===== config.mk =====
export PLATFORM = sky130hd
export DESIGN_NAME = lut_logic_element
export DESIGN_NICKNAME = d
export VERILOG_FILES = /design/src/rtl/lle_pkg.sv /design/src/rtl/lle_cfg_store.sv /design/src/rtl/lle_lut_read.sv /design/src/rtl/lle_ff_bank.sv /design/src/rtl/lut_logic_element.sv
export SDC_FILE = /design/constraint.sdc
export NUM_CORES = 1
export LEC_CHECK = 0
export ABC_AREA = 1
export BUFFER_PORTS_ARGS = -buffer_cell sky130_fd_sc_hd__buf_2
export CORE_ASPECT_RATIO = 0.8
export CORE_MARGIN = 2
export CORE_UTILIZATION = 34
export DETAILED_ROUTE_END_ITERATION = 12
export GPL_ROUTABILITY_DRIVEN = 0
export PLACE_DENSITY_LB_ADDON = 0.2
export SLEW_MARGIN = 25
export SYNTH_ARGS = -nofsm -noshare
export SYNTH_HDL_FRONTEND = slang
export SYNTH_SLANG_ARGS = --single-unit

===== constraint.sdc =====
create_clock -name clk -period 1.8 [get_ports clk]
set_clock_uncertainty 0.1 [all_clocks]
set_input_delay 0.27 -clock clk [delete_from_list [all_inputs] [get_ports clk]]
set_output_delay 0.27 -clock clk [all_outputs]
set_load 0.1 [all_outputs]

===== src/rtl/lle_pkg.sv =====
package lle_pkg;

    localparam int NUM_FF = 4;

    // mode byte, bit 0 at the bottom
    typedef struct packed {
        logic              spare;
        logic [NUM_FF-1:0] ff_chain;
        logic              reg_hi;
        logic              reg_lo;
        logic              split;
    } mode_t;

    localparam int MODE_W = $bits(mode_t);

endpackage


===== src/rtl/lle_cfg_store.sv =====
module lle_cfg_store
    import lle_pkg::*;
#(
    parameter int LUT_INPUTS = 8,
    parameter int CFG_W      = 8,
    localparam int TABLE_BITS = 1 << LUT_INPUTS,
    localparam int NUM_WORDS  = TABLE_BITS / CFG_W,
    localparam int ADDR_W     = $clog2(NUM_WORDS) + 1
) (
    input  logic                  clk,
    input  logic                  rst_n,
    input  logic                  cfg_we,
    input  logic [ADDR_W-1:0]     cfg_addr,
    input  logic [CFG_W-1:0]      cfg_data,
    output logic [TABLE_BITS-1:0] tbl,
    output mode_t                 mode
);

    localparam logic [ADDR_W-1:0] MODE_ADDR = ADDR_W'(NUM_WORDS);

    typedef struct packed {
        logic [TABLE_BITS-1:0] tbl;
        mode_t                 mode;
    } cfg_state_t;

    cfg_state_t st_d, st_q;

    always_comb begin
        st_d = st_q;
        if (cfg_we) begin
            for (int w = 0; w < NUM_WORDS; w++) begin
                if (cfg_addr == ADDR_W'(w)) begin
                    st_d.tbl[w*CFG_W +: CFG_W] = cfg_data;
                end
            end
            if (cfg_addr == MODE_ADDR) begin
                st_d.mode = mode_t'(cfg_data[MODE_W-1:0]);
            end
        end
    end

    always_ff @(posedge clk or negedge rst_n) begin
        if (!rst_n) begin
            st_q <= '0;
        end else begin
            st_q <= st_d;
        end
    end

    assign tbl  = st_q.tbl;
    assign mode = st_q.mode;

endmodule


===== src/rtl/lle_lut_read.sv =====
module lle_lut_read #(
    parameter int LUT_INPUTS = 8,
    localparam int TABLE_BITS = 1 << LUT_INPUTS,
    localparam int HALF_BITS  = TABLE_BITS / 2,
    localparam int HALF_IN    = LUT_INPUTS - 1
) (
    input  logic [TABLE_BITS-1:0] tbl,
    input  logic                  split,
    input  logic [LUT_INPUTS-1:0] lut_in,
    output logic                  lut_lo,
    output logic                  lut_hi
);

    logic [HALF_BITS-1:0] half_lo, half_hi;
    logic [HALF_IN-1:0]   idx_lo, idx_hi;
    logic                 full_val, lo_val, hi_val;

    assign half_lo = tbl[HALF_BITS-1:0];
    assign half_hi = tbl[TABLE_BITS-1:HALF_BITS];

    // lower half uses the low inputs; upper half swaps the next-to-top
    // input for the top one, sharing the rest
    assign idx_lo = lut_in[HALF_IN-1:0];
    assign idx_hi = {lut_in[LUT_INPUTS-1], lut_in[HALF_IN-2:0]};

    always_comb begin
        full_val = tbl[lut_in];
        lo_val   = half_lo[idx_lo];
        hi_val   = half_hi[idx_hi];
        lut_lo   = split ? lo_val : full_val;
        lut_hi   = split ? hi_val : full_val;
    end

endmodule


===== src/rtl/lle_ff_bank.sv =====
module lle_ff_bank #(
    parameter int NUM_FF = 4
) (
    input  logic              clk,
    input  logic              rst_n,
    input  logic              ce,
    input  logic              sclr,
    input  logic              lut_lo,
    input  logic              lut_hi,
    input  logic              chain_in,
    input  logic [NUM_FF-1:0] chain_sel,
    output logic [NUM_FF-1:0] ff_q
);

    typedef struct packed {
        logic [NUM_FF-1:0] bits;
    } ff_state_t;

    ff_state_t         st_d, st_q;
    logic [NUM_FF-1:0] din;

    for (genvar i = 0; i < NUM_FF; i++) begin : g_src
        if (i % 2 == 0) begin : g_even
            assign din[i] = chain_sel[i] ? chain_in : lut_lo;
        end else begin : g_odd
            assign din[i] = chain_sel[i] ? chain_in : lut_hi;
        end
    end

    always_comb begin
        st_d = st_q;
        if (sclr) begin
            st_d.bits = '0;
        end else if (ce) begin
            st_d.bits = din;
        end
    end

    always_ff @(posedge clk or negedge rst_n) begin
        if (!rst_n) begin
            st_q <= '0;
        end else begin
            st_q <= st_d;
        end
    end

    assign ff_q = st_q.bits;

endmodule


===== src/rtl/lut_logic_element.sv =====
module lut_logic_element
    import lle_pkg::*;
#(
    parameter int LUT_INPUTS = 8,
    parameter int CFG_W      = 8,
    localparam int TABLE_BITS = 1 << LUT_INPUTS,
    localparam int NUM_WORDS  = TABLE_BITS / CFG_W,
    localparam int ADDR_W     = $clog2(NUM_WORDS) + 1
) (
    input  logic                  clk,
    input  logic                  rst_n,
    input  logic                  cfg_we,
    input  logic [ADDR_W-1:0]     cfg_addr,
    input  logic [CFG_W-1:0]      cfg_data,
    input  logic [LUT_INPUTS-1:0] lut_in,
    input  logic                  ff_ce,
    input  logic                  ff_sclr,
    input  logic                  chain_in,
    output logic                  y_lo,
    output logic                  y_hi,
    output logic [NUM_FF-3:0]     ff_aux,
    output logic                  chain_out
);

    logic [TABLE_BITS-1:0] tbl;
    mode_t                 mode_q;
    logic                  lut_lo, lut_hi;
    logic [NUM_FF-1:0]     ff_q;

    lle_cfg_store #(.LUT_INPUTS(LUT_INPUTS), .CFG_W(CFG_W)) u_cfg (
        .clk      (clk),
        .rst_n    (rst_n),
        .cfg_we   (cfg_we),
        .cfg_addr (cfg_addr),
        .cfg_data (cfg_data),
        .tbl      (tbl),
        .mode     (mode_q)
    );

    lle_lut_read #(.LUT_INPUTS(LUT_INPUTS)) u_lut (
        .tbl    (tbl),
        .split  (mode_q.split),
        .lut_in (lut_in),
        .lut_lo (lut_lo),
        .lut_hi (lut_hi)
    );

    lle_ff_bank #(.NUM_FF(NUM_FF)) u_ff (
        .clk       (clk),
        .rst_n     (rst_n),
        .ce        (ff_ce),
        .sclr      (ff_sclr),
        .lut_lo    (lut_lo),
        .lut_hi    (lut_hi),
        .chain_in  (chain_in),
        .chain_sel (mode_q.ff_chain),
        .ff_q      (ff_q)
    );

    assign y_lo      = mode_q.reg_lo ? ff_q[0] : lut_lo;
    assign y_hi      = mode_q.reg_hi ? ff_q[1] : lut_hi;
    assign ff_aux    = ff_q[NUM_FF-1:2];
    assign chain_out = lut_hi;

endmodule


### Word level (Yosys, flattened, before mapping)

Cells that the tools add are included.

| operators by class | value |
|---|---|
| eq/ne operators | 32 |
| order comparisons | 3 |
| reductions and logical operators | 35 |
| multiplexer cells | 16 |

Operators with widths:

| operator | number |
|---|---|
| equality test 6 x 5 -> 1 bit (second input constant) | 16 |
| AND reduction 2 bit | 33 |
| equality test 6 x 4 -> 1 bit (second input constant) | 8 |
| equality test 6 x 3 -> 1 bit (second input constant) | 4 |
| less-than comparator 7 x 8 -> 1 bit (second input constant) | 2 |
| binary-select mux 1 bit (select 7 bit) | 2 |
| equality test 6 x 2 -> 1 bit (second input constant) | 2 |
| two-way mux 1 bit | 11 |
| less-than comparator 8 x 9 -> 1 bit (second input constant) | 1 |
| binary-select mux 1 bit (select 8 bit) | 1 |
| two-way mux 4 bit | 2 |
| equality test 6 x 1 -> 1 bit (second input constant) | 1 |
| equality test 6 bit (second input constant) | 1 |
| zero test 6 bit | 1 |
| nonzero test 2 bit | 1 |

| word-level totals | value |
|---|---|
| output and inout port bits | 5 |
| register bits after elaboration | 267 |
| bits of input ports | 28 |

### Longest topological paths before layout

| logic depth | value |
|---|---|
| word-level depth | 6 |
| mapped depth | 17 |
| gate-level depth less buffers | 15 |

### By module

From an unflattened synthesis, not the netlist that was laid out.

| second synthesis, totals | value |
|---|---|
| cells, all modules | 1,855 |
| area total of the unflattened synthesis | 13,521.7 µm² |

By module, submodules not included:

| module | instances | cells each | area each (µm²) | sequential area each (µm²) |
|---|---|---|---|---|
| lle_cfg_store | 1 | 1,210 | 10,547.6 | 6,606.3 |
| lle_lut_read | 1 | 602 | 2,722.6 | 0.0 |
| lle_ff_bank | 1 | 35 | 221.5 | 100.1 |
| lut_logic_element | 1 | 8 | 30.0 | 0.0 |

### Worst setup path before layout

OpenSTA, ideal clock, no wires.

| timing path | value |
|---|---|
| path kind | in2out |
| from | in lut_in[3] |
| to | out y_hi |
| stages | 11 |
| data arrival time | 2.869 ns |
| data required time | 1.430 ns |
| slack | -1.439 ns |
| path through | buf_2 > inv_1 > clkbuf_1 > nand2_1 > nand3_1 > nand3_1 > nand3_1 > nand3_1 > nand2_1 > nand2_2 > a31oi_1 |

| between the ends | value |
|---|---|
| word-level cells in the longest chain between the ends | 4 |
| elaborated cells on any way between the ends | 6 |
| those cells by class | 6 x mux |

RTL lines:

| item | line | text |
|---|---|---|
| from (decl) | lut_logic_element.sv:15 | `input logic [LUT_INPUTS-1:0] lut_in,` |
| binary-select mux 1 bit (select 8 bit) or binary-select mux 1 bit (select 7 bit) (tied branches) | lle_lut_read.sv:27, lle_lut_read.sv:29 |  |
| two-way mux 1 bit (on tied branches) | lle_lut_read.sv:27, lle_lut_read.sv:29 |  |
| two-way mux 1 bit * | lle_lut_read.sv:31 | `lut_hi = split ? hi_val : full_val;` |
| two-way mux 1 bit * | lut_logic_element.sv:61 | `assign y_hi = mode_q.reg_hi ? ff_q[1] : lut_hi;` |
| to (decl) | lut_logic_element.sv:20 | `output logic y_hi,` |

Every way passes the cells marked *; elsewhere a longest branch is shown, timed or not. The select of a mux whose other input is x is not followed.

### Final worst setup path

| timing path | value |
|---|---|
| from | reg u_cfg.st_q (netlist bit u_cfg.tbl[209]) |
| to | out y_lo |

| between the ends | value |
|---|---|
| word-level cells in the longest chain between the ends | 4 |

RTL lines:

| item | line | text |
|---|---|---|
| from (decl) | lle_cfg_store.sv:26 | `cfg_state_t st_d, st_q;` |
| from (signal assigned) | lle_cfg_store.sv:46 | `st_q <= st_d;` |
| binary-select mux 1 bit (select 8 bit) | lle_lut_read.sv:27 | `full_val = tbl[lut_in];` |
| two-way mux 1 bit (implied by the code) | lle_lut_read.sv:27 |  |
| two-way mux 1 bit | lle_lut_read.sv:30 | `lut_lo = split ? lo_val : full_val;` |
| two-way mux 1 bit | lut_logic_element.sv:60 | `assign y_lo = mode_q.reg_lo ? ff_q[0] : lut_lo;` |
| to (decl) | lut_logic_element.sv:19 | `output logic y_lo,` |

No other way between the ends. The select of a mux whose other input is x is not followed.

==> impl_metrics.tcl <==
set metrics [dict create \
    status "complete, but fails checks" \
    violations "negative setup slack" \
    viasPerCell 5.04 \
    yosysSeqAreaShare_pct 54.3 \
    grt_pass1_wl_um 61000 \
    syn_area_um2 12300 \
    clock-sinks 267 \
    syn_to_final_growth_pct 26.5 \
    worstPathMaxFanout 5 \
    grt_usage_pct 20.7 \
    antenna_found_initial 0 \
    grt_use_met3_pct 2.69 \
    cts_buffer_depth 3 \
    hp-class "in2async" \
    synth_edf_count 0 \
    postRouteAntennaNets 0 \
    diodes 0 \
    reg2reg_slack_ns -0.80 \
    clk_latency_ns 0.57 \
    total_power_mw 16.3 \
    start_util_pct 34.4 \
    vdd.ir_drop.worst_mv 0.543 \
    synthDistinctLibCells 17 \
    hold_viol_final 0 \
    cts_tree "yes" \
    dieArea_um2 37800 \
    rsz0062_at_grt "yes" \
    drt_drc_violations_left 0 \
    final_nets 1670 \
    timing.rr.start "u_cfg.tbl[209]" \
    finalSetupViolCount 6 \
    worstMarginPinSlew_ns 0.493 \
    dpl_cell_area_um2 13600 \
    start_kind "flop" \
    grt_use_met2_pct 31.4 \
    routed_wl_um 38900 \
    hpwl_um 23200 \
    htree_levels 1 \
    max_freq_mhz 376 \
    worstPathRequired_ns 1.43 \
    vias 10800 \
    synth-seq-cells 267 \
    p_leak_nw 7.20 \
    final-max-slew-violation-count 0 \
    wl_per_cell_um 18.1 \
    path_clk_slew_ns 0.07 \
    yosys_most_used_dff "dfrtp_1" \
    core_area_um2 35800 \
    ys.warnings.count 0 \
    rr_endpoint "u_ff.ff_q[3]" \
    maxSlewHeadroom_pct 67.0 \
    drt-pass1-iter-count 5 \
    drt_iter0_markers 963 \
    die_w_um 217 \
    cts-buffers-inserted 28 \
    path_class "reg2out" \
    worst_slack_ns -0.857 \
    cp-end-kind "primary output" \
    num_io_pins 33 \
    cts_root_buf "clkbuf_16" \
    seqCellArea_um2 6680 \
    final_common_cell "nand2_1" \
    io_buffers 32 \
    whs_ns 0.105 \
    synthArstFlopShare_pct 100 \
    finalCritPeriodShare_pct 148 \
    die_y_um 174 \
    final_layout_size_suffix_gt1_share_pct 19.1 \
    power_density_nw_per_um2 1050 \
    final_area_um2 15600 \
    overflow 0 \
    grtUsageMet1_pct 31.6 \
    maxCapViolations 0 \
    fillerInstances 3596 \
    busiest_layer "met1" \
    synth.avg_cell_area_um2 7.87 \
    final_cell_mix "576 x nand2_1, 267 x dfrtp_1, 255 x o21ai_0" \
    synthesis.nets 1592 \
    grt_max_degree 53 \
    rows 62 \
    min_period_ns 2.66 \
    cp_data_arrival_time_ns 2.29 \
    multi_input_area_um2 5550 \
    grt_pass1_vias 10300 \
    r2r_cells 23 \
    synthCells 1564 \
]
## per-layer routing
| metal | vias up | wire, um |
|---|---|---|
| li1 | 5272 | - |
| met4 | 0 | 627 |
| met3 | 49 | 1650 |
| met1 | 5262 | 19700 |
| met5 | - | 0 |
| met2 | 230 | 16900 |
## layout make-up
cell class / count / share of cell area, %
clock buffers: 40 / 5.37
flip-flops and latches: 267 / 42.9
repair buffers: 161 / 10.4
well taps: 480 / 3.86
inverters: 31 / 0.851
multi-input cells: 1153 / 35.6
clock inverters: 12 / 1.03
## report_power, final
part           switching (mW)  leakage [nW]  internal [mW]
clock network            2.52         0.500           3.79
registers               0.453          3.54           6.80
logic                    1.62          3.16           1.11
## synthesized netlist by cell type (12+ instances only)
master / count / area [um2]
buf_4: 15 / 113
inv_1: 29 / 109
buf_2: 26 / 130
nand2_1: 608 / 2280
nor2_1: 32 / 120
clkbuf_1: 66 / 248
nand3_1: 239 / 1200
o21ai_0: 255 / 1280
a21oi_1: 12 / 60.1
dfrtp_1: 267 / 6680
## sequential cells by signal (all words and copies together), names as in the netlist
| name | cells |
|---|---|
| u_ff.ff_q | 4 |
| u_cfg.tbl | 256 |
| u_cfg.mode | 7 |
## worst max-delay path by stage
| stage | startpoint | endpoint | slack, ns | cells after the start |
|---|---|---|---|---|
| 6_report | u_cfg.tbl[209] | y_lo | -0.86 | 13 |
| 5_1_grt | u_cfg.tbl[151] | y_lo | -0.98 | 13 |
| 4_1_cts | u_cfg.tbl[20] | y_lo | -0.82 | 13 |
| 3_5_place_dp | lut_in[0] | y_lo | -0.87 | 15 |
| 3_3_place_gp | lut_in[0] | y_lo | -0.88 | 15 |
| 2_1_floorplan | lut_in[0] | y_hi | -0.51 | 15 |
## worst max-delay path, stage by stage (launching register included)
cell     delay [ns]
dfrtp_1        0.36
nand2_1        0.07
nand3_2        0.08
nand3_2        0.10
nand2_4        0.11
nand2_4        0.08
nand3_4        0.08
nand3_4        0.08
nand3_2        0.09
nand3_2        0.08
nand2_2        0.10
nand2_4        0.09
a31oi_4        0.21
buf_12         0.19
## timing repair
action,4_1_cts,5_1_grt
hold buffers,12,0
setup buffers,2,32
pin swaps,35,66
hold endpoints to repair,278,0
resized for setup,41,88
setup endpoints to repair,7,7
gates cloned,0,0
## cell families (layout without fill, tap and decap cells)
group	Yosys count	after routing	share of synthesized area, %
buf+inv	144	244	5.29
simple gates	884	884	29.5
flops	267	267	54.3
compound gates	269	269	11.0
## through the flow
step                      setup WS, ns  instances  setup TNS, ns  util, %
after global placement          -0.880       2046          -4.97     38.1
after CTS                       -0.819       2112          -2.57     41.8
after global routing            -0.975       2144          -5.74     43.6
final                           -0.857       2144          -4.90     43.6
after detailed placement        -0.869       2046          -4.87     38.1
after floorplan                 -0.507       1564          -1.43        -
Note: power is estimated with default switching activity, not from simulation.
